--- config.mk ---
export PLATFORM = sky130hd
export DESIGN_NAME = stk_cache
export DESIGN_NICKNAME = d
export VERILOG_FILES = /design/src/rtl/stk_pkg.sv /design/src/rtl/stk_ram.sv /design/src/rtl/stk_xfer.sv /design/src/rtl/stk_cache.sv
export SDC_FILE = /design/constraint.sdc
export NUM_CORES = 1
export LEC_CHECK = 0
export ABC_AREA = 1
export BUFFER_PORTS_ARGS = -buffer_cell sky130_fd_sc_hd__buf_2
export CELL_PAD_IN_SITES_DETAIL_PLACEMENT = 1
export CELL_PAD_IN_SITES_GLOBAL_PLACEMENT = 1
export CORE_ASPECT_RATIO = 1.2
export CORE_UTILIZATION = 52
export CTS_BUF_LIST = sky130_fd_sc_hd__clkbuf_4 sky130_fd_sc_hd__clkbuf_8
export DETAILED_ROUTE_END_ITERATION = 6
export PLACE_DENSITY = 0.94
export SYNTH_ARGS = -nofsm -noshare
export SYNTH_HDL_FRONTEND = slang
export SYNTH_SLANG_ARGS = --single-unit
--- constraint.sdc ---
create_clock -name clk -period 5.9 [get_ports clk]
set_input_delay 0.295 -clock clk [delete_from_list [all_inputs] [get_ports clk]]
set_output_delay 0.295 -clock clk [all_outputs]
set_load 0.1 [all_outputs]
--- src/rtl/stk_pkg.sv ---
package stk_pkg;

    localparam int unsigned STK_DEPTH_DEF = 16;
    localparam int unsigned STK_HI_DEF    = 12;
    localparam int unsigned STK_LO_DEF    = 4;
    localparam int unsigned STK_BURST_DEF = 4;

    typedef enum logic [2:0] {
        XF_IDLE,
        XF_SPILL_REQ,
        XF_SPILL_DATA,
        XF_FILL_REQ,
        XF_FILL_DATA
    } xfer_state_e;

    typedef struct packed {
        logic spill_busy;
        logic fill_busy;
        logic spill_done;
        logic fill_done;
    } xfer_stat_t;

    typedef struct packed {
        logic push;
        logic pop;
    } cpu_op_t;

endpackage

--- src/rtl/stk_ram.sv ---
module stk_ram #(
    parameter int unsigned DW    = 16,
    parameter int unsigned DEPTH = 16,
    localparam int unsigned PAW  = $clog2(DEPTH)
) (
    input  logic           clk,
    input  logic           rst,
    input  logic           a_we,
    input  logic [PAW-1:0] a_addr,
    input  logic [DW-1:0]  a_data,
    input  logic           b_we,
    input  logic [PAW-1:0] b_addr,
    input  logic [DW-1:0]  b_data,
    input  logic [PAW-1:0] top_addr,
    output logic [DW-1:0]  top_data,
    input  logic [PAW-1:0] sp_addr,
    output logic [DW-1:0]  sp_data
);

    logic [DW-1:0] slots [DEPTH];

    // CPU port wins by construction; the two ports never target one slot.
    always_ff @(posedge clk) begin
        for (int i = 0; i < int'(DEPTH); i++) begin
            if (a_we && a_addr == PAW'(i)) begin
                slots[i] <= a_data;
            end else if (b_we && b_addr == PAW'(i)) begin
                slots[i] <= b_data;
            end
        end
    end

    assign top_data = slots[top_addr];
    assign sp_data  = slots[sp_addr];

    AST_NO_SLOT_CLASH: assert property (@(posedge clk) disable iff (rst)
        !(a_we && b_we && a_addr == b_addr));

endmodule

--- src/rtl/stk_xfer.sv ---
module stk_xfer
    import stk_pkg::*;
#(
    parameter int unsigned DW    = 16,
    parameter int unsigned DEPTH = STK_DEPTH_DEF,
    parameter int unsigned HI    = STK_HI_DEF,
    parameter int unsigned LO    = STK_LO_DEF,
    parameter int unsigned BURST = STK_BURST_DEF,
    parameter int unsigned BAW   = 10,
    localparam int unsigned PAW  = $clog2(DEPTH),
    localparam int unsigned CW   = $clog2(DEPTH + 1),
    localparam int unsigned BW   = $clog2(BURST)
) (
    input  logic           clk,
    input  logic           rst,
    input  logic [CW-1:0]  occ,
    input  logic [BAW-1:0] bsp,
    input  logic [PAW-1:0] bottom,
    input  logic [DW-1:0]  sp_data,
    output logic [PAW-1:0] sp_addr,
    output logic           fill_we,
    output logic [PAW-1:0] fill_addr,
    output logic [DW-1:0]  fill_data,
    output xfer_stat_t     stat,
    output logic           mem_req,
    output logic           mem_we,
    output logic [BAW-1:0] mem_addr,
    input  logic           mem_gnt,
    output logic           mem_wvalid,
    output logic [DW-1:0]  mem_wdata,
    input  logic           mem_rvalid,
    input  logic [DW-1:0]  mem_rdata
);

    localparam logic [CW-1:0]  HI_C    = CW'(HI);
    localparam logic [CW-1:0]  LO_C    = CW'(LO);
    localparam logic [PAW-1:0] BURST_P = PAW'(BURST);
    localparam logic [BAW-1:0] BURST_B = BAW'(BURST);
    localparam logic [BW-1:0]  LAST_B  = BW'(BURST - 1);

    xfer_state_e    state;
    logic [PAW-1:0] base;
    logic [BW-1:0]  beat;
    logic [PAW-1:0] slot;

    assign slot = base + PAW'(beat);

    always_ff @(posedge clk) begin
        if (rst) begin
            state <= XF_IDLE;
            base  <= '0;
            beat  <= '0;
        end else begin
            unique case (state)
                XF_IDLE: begin
                    beat <= '0;
                    if (occ >= HI_C) begin
                        state <= XF_SPILL_REQ;
                        base  <= bottom;
                    end else if (occ <= LO_C && bsp != '0) begin
                        state <= XF_FILL_REQ;
                        base  <= bottom - BURST_P;
                    end
                end
                XF_SPILL_REQ: begin
                    if (mem_gnt) state <= XF_SPILL_DATA;
                end
                XF_SPILL_DATA: begin
                    beat <= beat + BW'(1);
                    if (beat == LAST_B) state <= XF_IDLE;
                end
                XF_FILL_REQ: begin
                    if (mem_gnt) state <= XF_FILL_DATA;
                end
                XF_FILL_DATA: begin
                    if (mem_rvalid) begin
                        beat <= beat + BW'(1);
                        if (beat == LAST_B) state <= XF_IDLE;
                    end
                end
                default: state <= XF_IDLE;
            endcase
        end
    end

    always_comb begin
        mem_req  = (state == XF_SPILL_REQ) || (state == XF_FILL_REQ);
        mem_we   = (state == XF_SPILL_REQ);
        mem_addr = (state == XF_FILL_REQ) ? bsp - BURST_B : bsp;
    end

    assign sp_addr    = slot;
    assign mem_wvalid = (state == XF_SPILL_DATA);
    assign mem_wdata  = sp_data;
    assign fill_we    = (state == XF_FILL_DATA) && mem_rvalid;
    assign fill_addr  = slot;
    assign fill_data  = mem_rdata;

    always_comb begin
        stat.spill_busy = (state == XF_SPILL_REQ) || (state == XF_SPILL_DATA);
        stat.fill_busy  = (state == XF_FILL_REQ) || (state == XF_FILL_DATA);
        stat.spill_done = (state == XF_SPILL_DATA) && (beat == LAST_B);
        stat.fill_done  = (state == XF_FILL_DATA) && mem_rvalid && (beat == LAST_B);
    end

    AST_REQ_HELD: assert property (@(posedge clk) disable iff (rst)
        (mem_req && !mem_gnt) |=> (mem_req && $stable(mem_addr) && $stable(mem_we)));
    AST_BEAT_NOT_REQ: assert property (@(posedge clk) disable iff (rst)
        mem_wvalid |-> !mem_req);
    AST_FILL_HAS_DATA: assert property (@(posedge clk) disable iff (rst)
        (mem_req && !mem_we) |-> (bsp >= BURST_B));

endmodule

--- src/rtl/stk_cache.sv ---
module stk_cache
    import stk_pkg::*;
#(
    parameter int unsigned DW    = 16,
    parameter int unsigned DEPTH = STK_DEPTH_DEF,
    parameter int unsigned HI    = STK_HI_DEF,
    parameter int unsigned LO    = STK_LO_DEF,
    parameter int unsigned BURST = STK_BURST_DEF,
    parameter int unsigned BAW   = 10
) (
    input  logic           clk,
    input  logic           rst,
    input  logic           cpu_push,
    input  logic           cpu_pop,
    input  logic [DW-1:0]  cpu_wdata,
    output logic [DW-1:0]  cpu_top,
    output logic           cpu_stall,
    output logic           cpu_underflow,
    output logic           mem_req,
    output logic           mem_we,
    output logic [BAW-1:0] mem_addr,
    input  logic           mem_gnt,
    output logic           mem_wvalid,
    output logic [DW-1:0]  mem_wdata,
    input  logic           mem_rvalid,
    input  logic [DW-1:0]  mem_rdata
);

    localparam int unsigned PAW = $clog2(DEPTH);
    localparam int unsigned CW  = $clog2(DEPTH + 1);
    localparam logic [CW-1:0]  DEPTH_C = CW'(DEPTH);
    localparam logic [CW-1:0]  BURST_C = CW'(BURST);
    localparam logic [CW-1:0]  ROOM_C  = CW'(DEPTH - BURST);
    localparam logic [BAW-1:0] BURST_B = BAW'(BURST);

    cpu_op_t        op;
    xfer_stat_t     stat;
    logic [PAW-1:0] wp;
    logic [CW-1:0]  count;
    logic [BAW-1:0] bsp;
    logic           uflow;

    logic [PAW-1:0] bottom, top_slot, wr_slot;
    logic           empty, bs_empty, pop_wait, push_wait, uf_hit;
    logic           go_push, go_pop;
    logic [CW-1:0]  count_n;
    logic [BAW-1:0] bsp_n;
    logic [PAW-1:0] wp_n;

    logic           sp_fill_we;
    logic [PAW-1:0] sp_fill_addr, sp_rd_addr;
    logic [DW-1:0]  sp_fill_data, sp_rd_data;

    assign op       = '{push: cpu_push, pop: cpu_pop};
    assign bottom   = wp - PAW'(count);
    assign top_slot = wp - PAW'(1);
    assign empty    = (count == '0);
    assign bs_empty = (bsp == '0);

    // Hold conditions: slots being copied out, or words still parked.
    assign pop_wait  = (stat.spill_busy && count <= BURST_C) || (empty && !bs_empty);
    assign push_wait = (count == DEPTH_C) || (stat.fill_busy && count >= ROOM_C);
    assign uf_hit    = op.pop && empty && bs_empty;
    assign cpu_stall = op.pop ? pop_wait : (op.push && push_wait);

    assign go_push = op.push && !cpu_stall && !uf_hit;
    assign go_pop  = op.pop && !cpu_stall && !uf_hit;
    assign wr_slot = go_pop ? top_slot : wp;

    always_comb begin
        wp_n    = wp;
        count_n = count;
        if (go_push && !go_pop) begin
            wp_n    = wp + PAW'(1);
            count_n = count + CW'(1);
        end else if (go_pop && !go_push) begin
            wp_n    = wp - PAW'(1);
            count_n = count - CW'(1);
        end
        if (stat.spill_done) count_n = count_n - BURST_C;
        if (stat.fill_done)  count_n = count_n + BURST_C;
    end

    always_comb begin
        bsp_n = bsp;
        if (stat.spill_done) bsp_n = bsp + BURST_B;
        else if (stat.fill_done) bsp_n = bsp - BURST_B;
    end

    always_ff @(posedge clk) begin
        if (rst) begin
            wp    <= '0;
            count <= '0;
            bsp   <= '0;
            uflow <= 1'b0;
        end else begin
            wp    <= wp_n;
            count <= count_n;
            bsp   <= bsp_n;
            if (uf_hit) uflow <= 1'b1;
        end
    end

    assign cpu_underflow = uflow;

    stk_ram #(.DW(DW), .DEPTH(DEPTH)) u_ram (
        .clk      (clk),
        .rst      (rst),
        .a_we     (go_push),
        .a_addr   (wr_slot),
        .a_data   (cpu_wdata),
        .b_we     (sp_fill_we),
        .b_addr   (sp_fill_addr),
        .b_data   (sp_fill_data),
        .top_addr (top_slot),
        .top_data (cpu_top),
        .sp_addr  (sp_rd_addr),
        .sp_data  (sp_rd_data)
    );

    stk_xfer #(
        .DW(DW), .DEPTH(DEPTH), .HI(HI), .LO(LO), .BURST(BURST), .BAW(BAW)
    ) u_xfer (
        .clk        (clk),
        .rst        (rst),
        .occ        (count),
        .bsp        (bsp),
        .bottom     (bottom),
        .sp_data    (sp_rd_data),
        .sp_addr    (sp_rd_addr),
        .fill_we    (sp_fill_we),
        .fill_addr  (sp_fill_addr),
        .fill_data  (sp_fill_data),
        .stat       (stat),
        .mem_req    (mem_req),
        .mem_we     (mem_we),
        .mem_addr   (mem_addr),
        .mem_gnt    (mem_gnt),
        .mem_wvalid (mem_wvalid),
        .mem_wdata  (mem_wdata),
        .mem_rvalid (mem_rvalid),
        .mem_rdata  (mem_rdata)
    );

    AST_COUNT_MAX: assert property (@(posedge clk) disable iff (rst)
        count <= DEPTH_C);
    AST_ADDR_ALIGNED: assert property (@(posedge clk) disable iff (rst)
        mem_req |-> (mem_addr % BURST_B == '0));
    AST_UFLOW_STICKY: assert property (@(posedge clk) disable iff (rst)
        cpu_underflow |=> cpu_underflow);
    AST_UFLOW_NOCHANGE: assert property (@(posedge clk) disable iff (rst)
        (cpu_pop && count == '0 && bsp == '0) |=> (count == '0 && bsp == '0));

endmodule

# ---- After elaboration in Yosys (flattened, before gate mapping)
# Memory sizes are Yosys's and may differ from the RTL's.
# Cells that the tools add are included.
# Widths: inputs -> output; s select.
dict set report classes {
  n_addsub 12
  order_cmp 2
  n_eq_ne 40
  n_mux 118
  n_bitwise 16
  n_reduce_logical 71
}
# operator n
set ops {}
lappend ops {{$mux 16} 16}
lappend ops {{$mux 1} 81}
lappend ops {{$eq 4x4->1 const B} 16}
lappend ops {{$logic_and 1x1->1} 48}
lappend ops {{$eq 4x3->1 const B} 8}
lappend ops {{$mux 10} 3}
lappend ops {{$mux 4} 5}
lappend ops {{$mux 5} 4}
lappend ops {{$mux 3} 6}
lappend ops {{$eq 4x2->1 const B} 4}
lappend ops {{$or 1x1->1} 16}
lappend ops {{$pmux 3 s5} 1}
lappend ops {{$add 10x3->10 const B} 1}
lappend ops {{$logic_not 10->1} 1}
lappend ops {{$reduce_bool 10->1} 1}
lappend ops {{$sub 10x3->10 const B} 1}
lappend ops {{$eq 4x1->1 const B} 2}
lappend ops {{$logic_not 4->1} 2}
lappend ops {{$eq 3x2->1 const B} 2}
lappend ops {{$pmux 2 s3} 1}
lappend ops {{$reduce_bool 2->1} 3}
lappend ops {{$add 5x1->5 const B} 1}
lappend ops {{$add 5x3->5 const B} 1}
lappend ops {{$eq 5x5->1 const B} 1}
lappend ops {{24 further kinds} 34}
dict set report word_totals {
  regBits 29
  ram_bits 256
  inputBits 38
  output_inout_bits 47
  wordCells 267
  n_memories 1
}
# memory depth width rd rd_ports_with_merged_regs wr line
set memory_table {}
lappend memory_table {u_ram.slots 16 16 2 0 16 stk_ram.sv:20} ;# logic [DW-1:0] slots [DEPTH];

# ---- Logic depth before layout (Yosys ltp)
dict set report logic_depth {
  ltp_word 17
  ltp_mapped 21
  depth_no_buf 21
}

# ---- Cells and area by module
# From an unflattened synthesis, not the netlist that was laid out.
dict set report hier_totals {
  hier_cells 2769
  hier_area_um2 19472.4
}
# mod n_inst cells_each area_each_um2 seq_area_each_um2
set modules_own_cells {}
lappend modules_own_cells {stk_ram 1 2339 16653.5 7687.4}
lappend modules_own_cells {stk_cache 1 257 1674.1 360.3}
lappend modules_own_cells {stk_xfer 1 173 1144.8 180.2}

# ---- Worst setup path before layout
# No wires, ideal clock.
dict set report synth_timing {
  path_kind {reg-to-output}
  startpoint {register wp[0]}
  endpoint {output port cpu_top[1]}
  arrival_ns 4.445
  required_time_ns 5.605
  slack_ns 1.160
  stages_incl_launch_ff 13
  n_path_buf 6
  path_cell_list {dfxtp_1 buf_2 inv_2 clkbuf_1 clkbuf_1 ha_1 clkbuf_1 clkbuf_1 clkbuf_1 o21ai_0 o21ai_0 o21ai_0 o21ai_0}
}
dict set report synth_via {
  elab_chain_len 2
}
# item line
set synth_rtl {}
lappend synth_rtl {{start: declaration} stk_cache.sv:38} ;# logic [PAW-1:0] wp;
lappend synth_rtl {{start signal: assignment} stk_cache.sv:97} ;# wp <= wp_n;
lappend synth_rtl {{$sub 4x1->4} stk_cache.sv:56} ;# assign top_slot = wp - PAW'(1);
lappend synth_rtl {{$mem_v2 16x16} --}
lappend synth_rtl {{end: declaration} stk_cache.sv:16} ;# output logic [DW-1:0] cpu_top,
# No other way between the ends.

# ---- Worst setup path in the final report
dict set report layout_timing {
  startpoint {register wp[0]}
  endpoint {output port cpu_top[2]}
}
# Same word-level chain as after synthesis.

==> impl_results.md <==
- Status: complete, but fails checks
- Violations in the final reports: design-rule violations
- Count of yosys warnings during synthesis: 0
- Top cells by area, synth: sky130_fd_sc_hd__edfxtp_1 42%, sky130_fd_sc_hd__nand2_1 14%, sky130_fd_sc_hd__o21ai_0 7.9%
- Reg-to-reg startpoint: wp[0]
- Hold WC Path Type: input port to flip-flop
- Die Span Y: 208.1 um
- CP Data Required Time: 5.61 ns
- Slew @ Worst Pin: 1.359 ns
- Worst slew margin: 8.467%
- Critical Path Start Type: flip-flop
- Peak supply drop: 1.318 mV
- Hold-fix buffers, CTS: 0
- Final-layout setup total negative slack: 0 ns
- Final hold violation count: 0
- Synthesis-to-layout area growth: 7.631%
- Sequential-to-total area share from yosys stat: 44.69%
- Row count: 75
- Post-synthesis average cell area: 7.782 sq um
- Cell-by-cell listing of the critical path: clkinv_2 > ha_4 > inv_1 > buf_4 > o21ai_0 > o22ai_1 > o21ai_0 > o22ai_1 > buf_2
- TritonCTS clock tree: yes
- Drt first pass iters: 7
- Initial Utilization: 52.75%
- Portion of synthesized cell area occupied by the leading cell type: 41.75%
- Largest clock skew in the final design: 0.03555 ns
- Final GP Congestion: 1.066
- Antenna viol nets, final: 0
- Critical path's slowest cell: sky130_fd_sc_hd__dfxtp_4
- Synth area leader: sky130_fd_sc_hd__edfxtp_1
- Number of max-capacitance violations reported: 0
- Lkg Pwr: 8.471 nW
- Nature of the critical path endpoint: output port
- Routed len/inst: 28.12 um
- Total die area: 36,170 sq um
- Crit path time final: 5.134 ns
- Share of the clock period used by the worst path: 87.02%
- Sinks on Clock Net: 283
- Total GRT Usage: 43.80%
- Detailed-route vias per instance: 6.836
- Deepest level of the CTS H-tree: 2
- Largest stage delay, worst path: 0.75 ns
- Fraction of final layout cells sized beyond drive strength 1: 11.85%
- Aggregate routed wire length: 79,720 um
- Netlist area before placement: 18,410 sq um
- Main flop type after synthesis: sky130_fd_sc_hd__edfxtp_1
- Core occupancy in the finished layout: 56.77%
- Initial antenna violation count: 2
- Global-route wire length before repair: 119,100 um
- Count of endpoints failing setup in the final report: 0
- Post-placement cell area: 18,820 sq um
- Worst min-delay path startpoint: mem_gnt
- Clock slew seen by the registers of the worst setup and hold paths: 0.06 ns
- Global route total overflow: 0
- Arrival @ worst endpoint: 4.84 ns
- Met3 GRT Util: 10.38%
- Final Max Slew Viols: 0
- Setup bufs post-CTS: 0
- Port Buf Inserts: 82
- Area of the core: 34,910 sq um
- Met2 Resource Use GR: 71.01%
- Final HPWL from detailed placement: 51,910 um
- Deepest clock path buffer count: 3
- Unrepaired setup endpoints after global routing: false
- Placed instance count: 2,745
- Synth Register Bits: 283
- Total power per unit cell area: 626.3 nW/um^2
- Final worst-path setup slack: 0.7659 ns
- Total via count after detailed routing: 19,380
- Iteration-0 DRC Markers: 2,575
- Total clock buffers created by CTS: 50
- Worst slack, placed: 1.737 ns
- Worst Path Class, Setup: flip-flop to output port
- Clock root buffer: sky130_fd_sc_hd__clkbuf_8
- Startpoint of the most critical setup path: wp[0]
- Met1 Usage GRT: 48.77%
- Clock network latency to the later pin of the worst-skew pair: 0.64 ns
- Number of placed I/O pins: 85
- Cell variety after synth: 48
- Post-Layout Inst Area: 19,820 sq um
- Finished Layout Cells: 2,835
- Mapped Cells: 2,366
- Maximum fanout along the worst path: 63
- Drt drc: 4
- EDFF count, synth: 256
- Fmax: 194.8 MHz
- Most used routing layer in global routing: met2
- Async set-or-reset flop fraction in the synthesized netlist: 0%
- Maximum number of pins on one net before global-route repair: 100
- Fin nets: 2,392
- Via count of the first global-routing pass: 20,200
- Post-CTS Resized: 0
- Die outline width: 173.8 um
==> layout make-up <==
cell class,instances,area (sq um)
repair buffers,117,673.1
well taps,462,578.1
inverters,144,549.3
diodes,1,2.502
flip-flops and latches,283,8232
clock buffers,67,822.0
fillers,4353,15090
multi-input cells,1739,8783
clock inverters,22,177.7
==> cells by family after synthesis <==
group,count (synthesis),synth area share [%]
XOR/XNOR,23,1.196
AND/OR/NAND/NOR,1135,26.75
AO/OA/AOI/OAI,560,18.12
other,1,0.02037
buffers and inverters,345,7.855
adder cells (fa/ha/maj),19,1.373
flip-flops,283,44.69
==> power by group <==
group | leakage, nW | internal, mW | switching, mW
Clock | 0.530 | 1.04 | 0.915
Combinational | 5.41 | 1.48 | 6.28
Sequential | 2.53 | 2.49 | 0.214
==> placed cells by master, fill, tap and decap left out, drive strengths merged <==
master  instances
nand2         700
nand3         293
o21ai         293
edfxtp        256
inv           142
nor2          129
buf           117
a21oi         107
clkbuf         67
a22oi          62
o211ai         38
dfxtp          27
clkinv         21
xor2           18
o22ai          17
ha             17
o221ai         14
a221oi         12
o21bai          9
nand4           7
xnor2           5
nor3            4
o22a            3
bufinv          3
a211oi          2
fa              2
conb            2
diode           1
o31ai           1
o221a           1
o211a           1
or2             1
and3            1
==> synthesized netlist by cell type (2+ instances only) <==
cell,count
sky130_fd_sc_hd__nand3_1,288
sky130_fd_sc_hd__dfxtp_1,27
sky130_fd_sc_hd__nor2_8,2
sky130_fd_sc_hd__xor2_1,17
sky130_fd_sc_hd__o22a_1,3
sky130_fd_sc_hd__clkinv_1,3
sky130_fd_sc_hd__nand2_1,670
sky130_fd_sc_hd__o211ai_1,38
sky130_fd_sc_hd__a21oi_1,107
sky130_fd_sc_hd__buf_1,49
sky130_fd_sc_hd__a22oi_1,62
sky130_fd_sc_hd__buf_2,16
sky130_fd_sc_hd__inv_2,16
sky130_fd_sc_hd__o21ai_0,290
sky130_fd_sc_hd__nor2_2,13
sky130_fd_sc_hd__ha_1,17
sky130_fd_sc_hd__inv_1,123
sky130_fd_sc_hd__xnor2_1,5
sky130_fd_sc_hd__a221oi_1,12
sky130_fd_sc_hd__nor2_1,113
sky130_fd_sc_hd__o21ai_4,2
sky130_fd_sc_hd__o22ai_1,17
sky130_fd_sc_hd__nand4_1,7
sky130_fd_sc_hd__o21bai_4,8
sky130_fd_sc_hd__clkbuf_1,113
sky130_fd_sc_hd__nor3_1,4
sky130_fd_sc_hd__o221ai_1,14
sky130_fd_sc_hd__fa_1,2
sky130_fd_sc_hd__buf_6,10
sky130_fd_sc_hd__a211oi_1,2
sky130_fd_sc_hd__nand2_4,18
sky130_fd_sc_hd__nand3_2,4
sky130_fd_sc_hd__edfxtp_1,256
sky130_fd_sc_hd__nand2_2,12
sky130_fd_sc_hd__buf_4,13
==> per-stage QoR <==
step	hold slack (ns)	power [mW]
after floorplan	0.4556	8.033
after global placement	0.4504	9.892
after detailed placement	0.4868	10.10
after CTS	0.02660	12.04
after global routing	0.02454	12.69
final	0.03296	12.41
==> registers in the layout, summed over array words and instances, names as in the netlist <==
name           cells
cpu_underflow      1
u_ram.slots      256
u_xfer.base        4
wp                 4
u_xfer.beat        2
count              5
u_xfer.state       3
bsp                8
==> metal layers <==
metal	part of all wire (%)	routed length [um]	up-vias
met1	33	26270	9281
met2	47	37070	1514
met4	9.6	7671	0
li1	-	-	8071
met3	11	8704	515
met5	0	0	-
==> worst max-delay path: cells and delay by family, from the launching register on <==
family                     cells  cell delay [ns]
AOI/OAI and AO/OA              4             1.26
adders and majority gates      1             0.52
buffers and inverters          4             1.65
DFF                            1             0.75
==> final timing paths <==
kind                                     endpoint  slack (ns)  cells past startpoint
worst max register to register  u_ram.slots[7][1]        1.51                     10
worst min register to register      cpu_underflow        0.51                      2
worst max-delay path                   cpu_top[2]        0.77                      9
worst min-delay path              u_xfer.state[0]        0.03                      4
(Power assumes the default switching activity.)
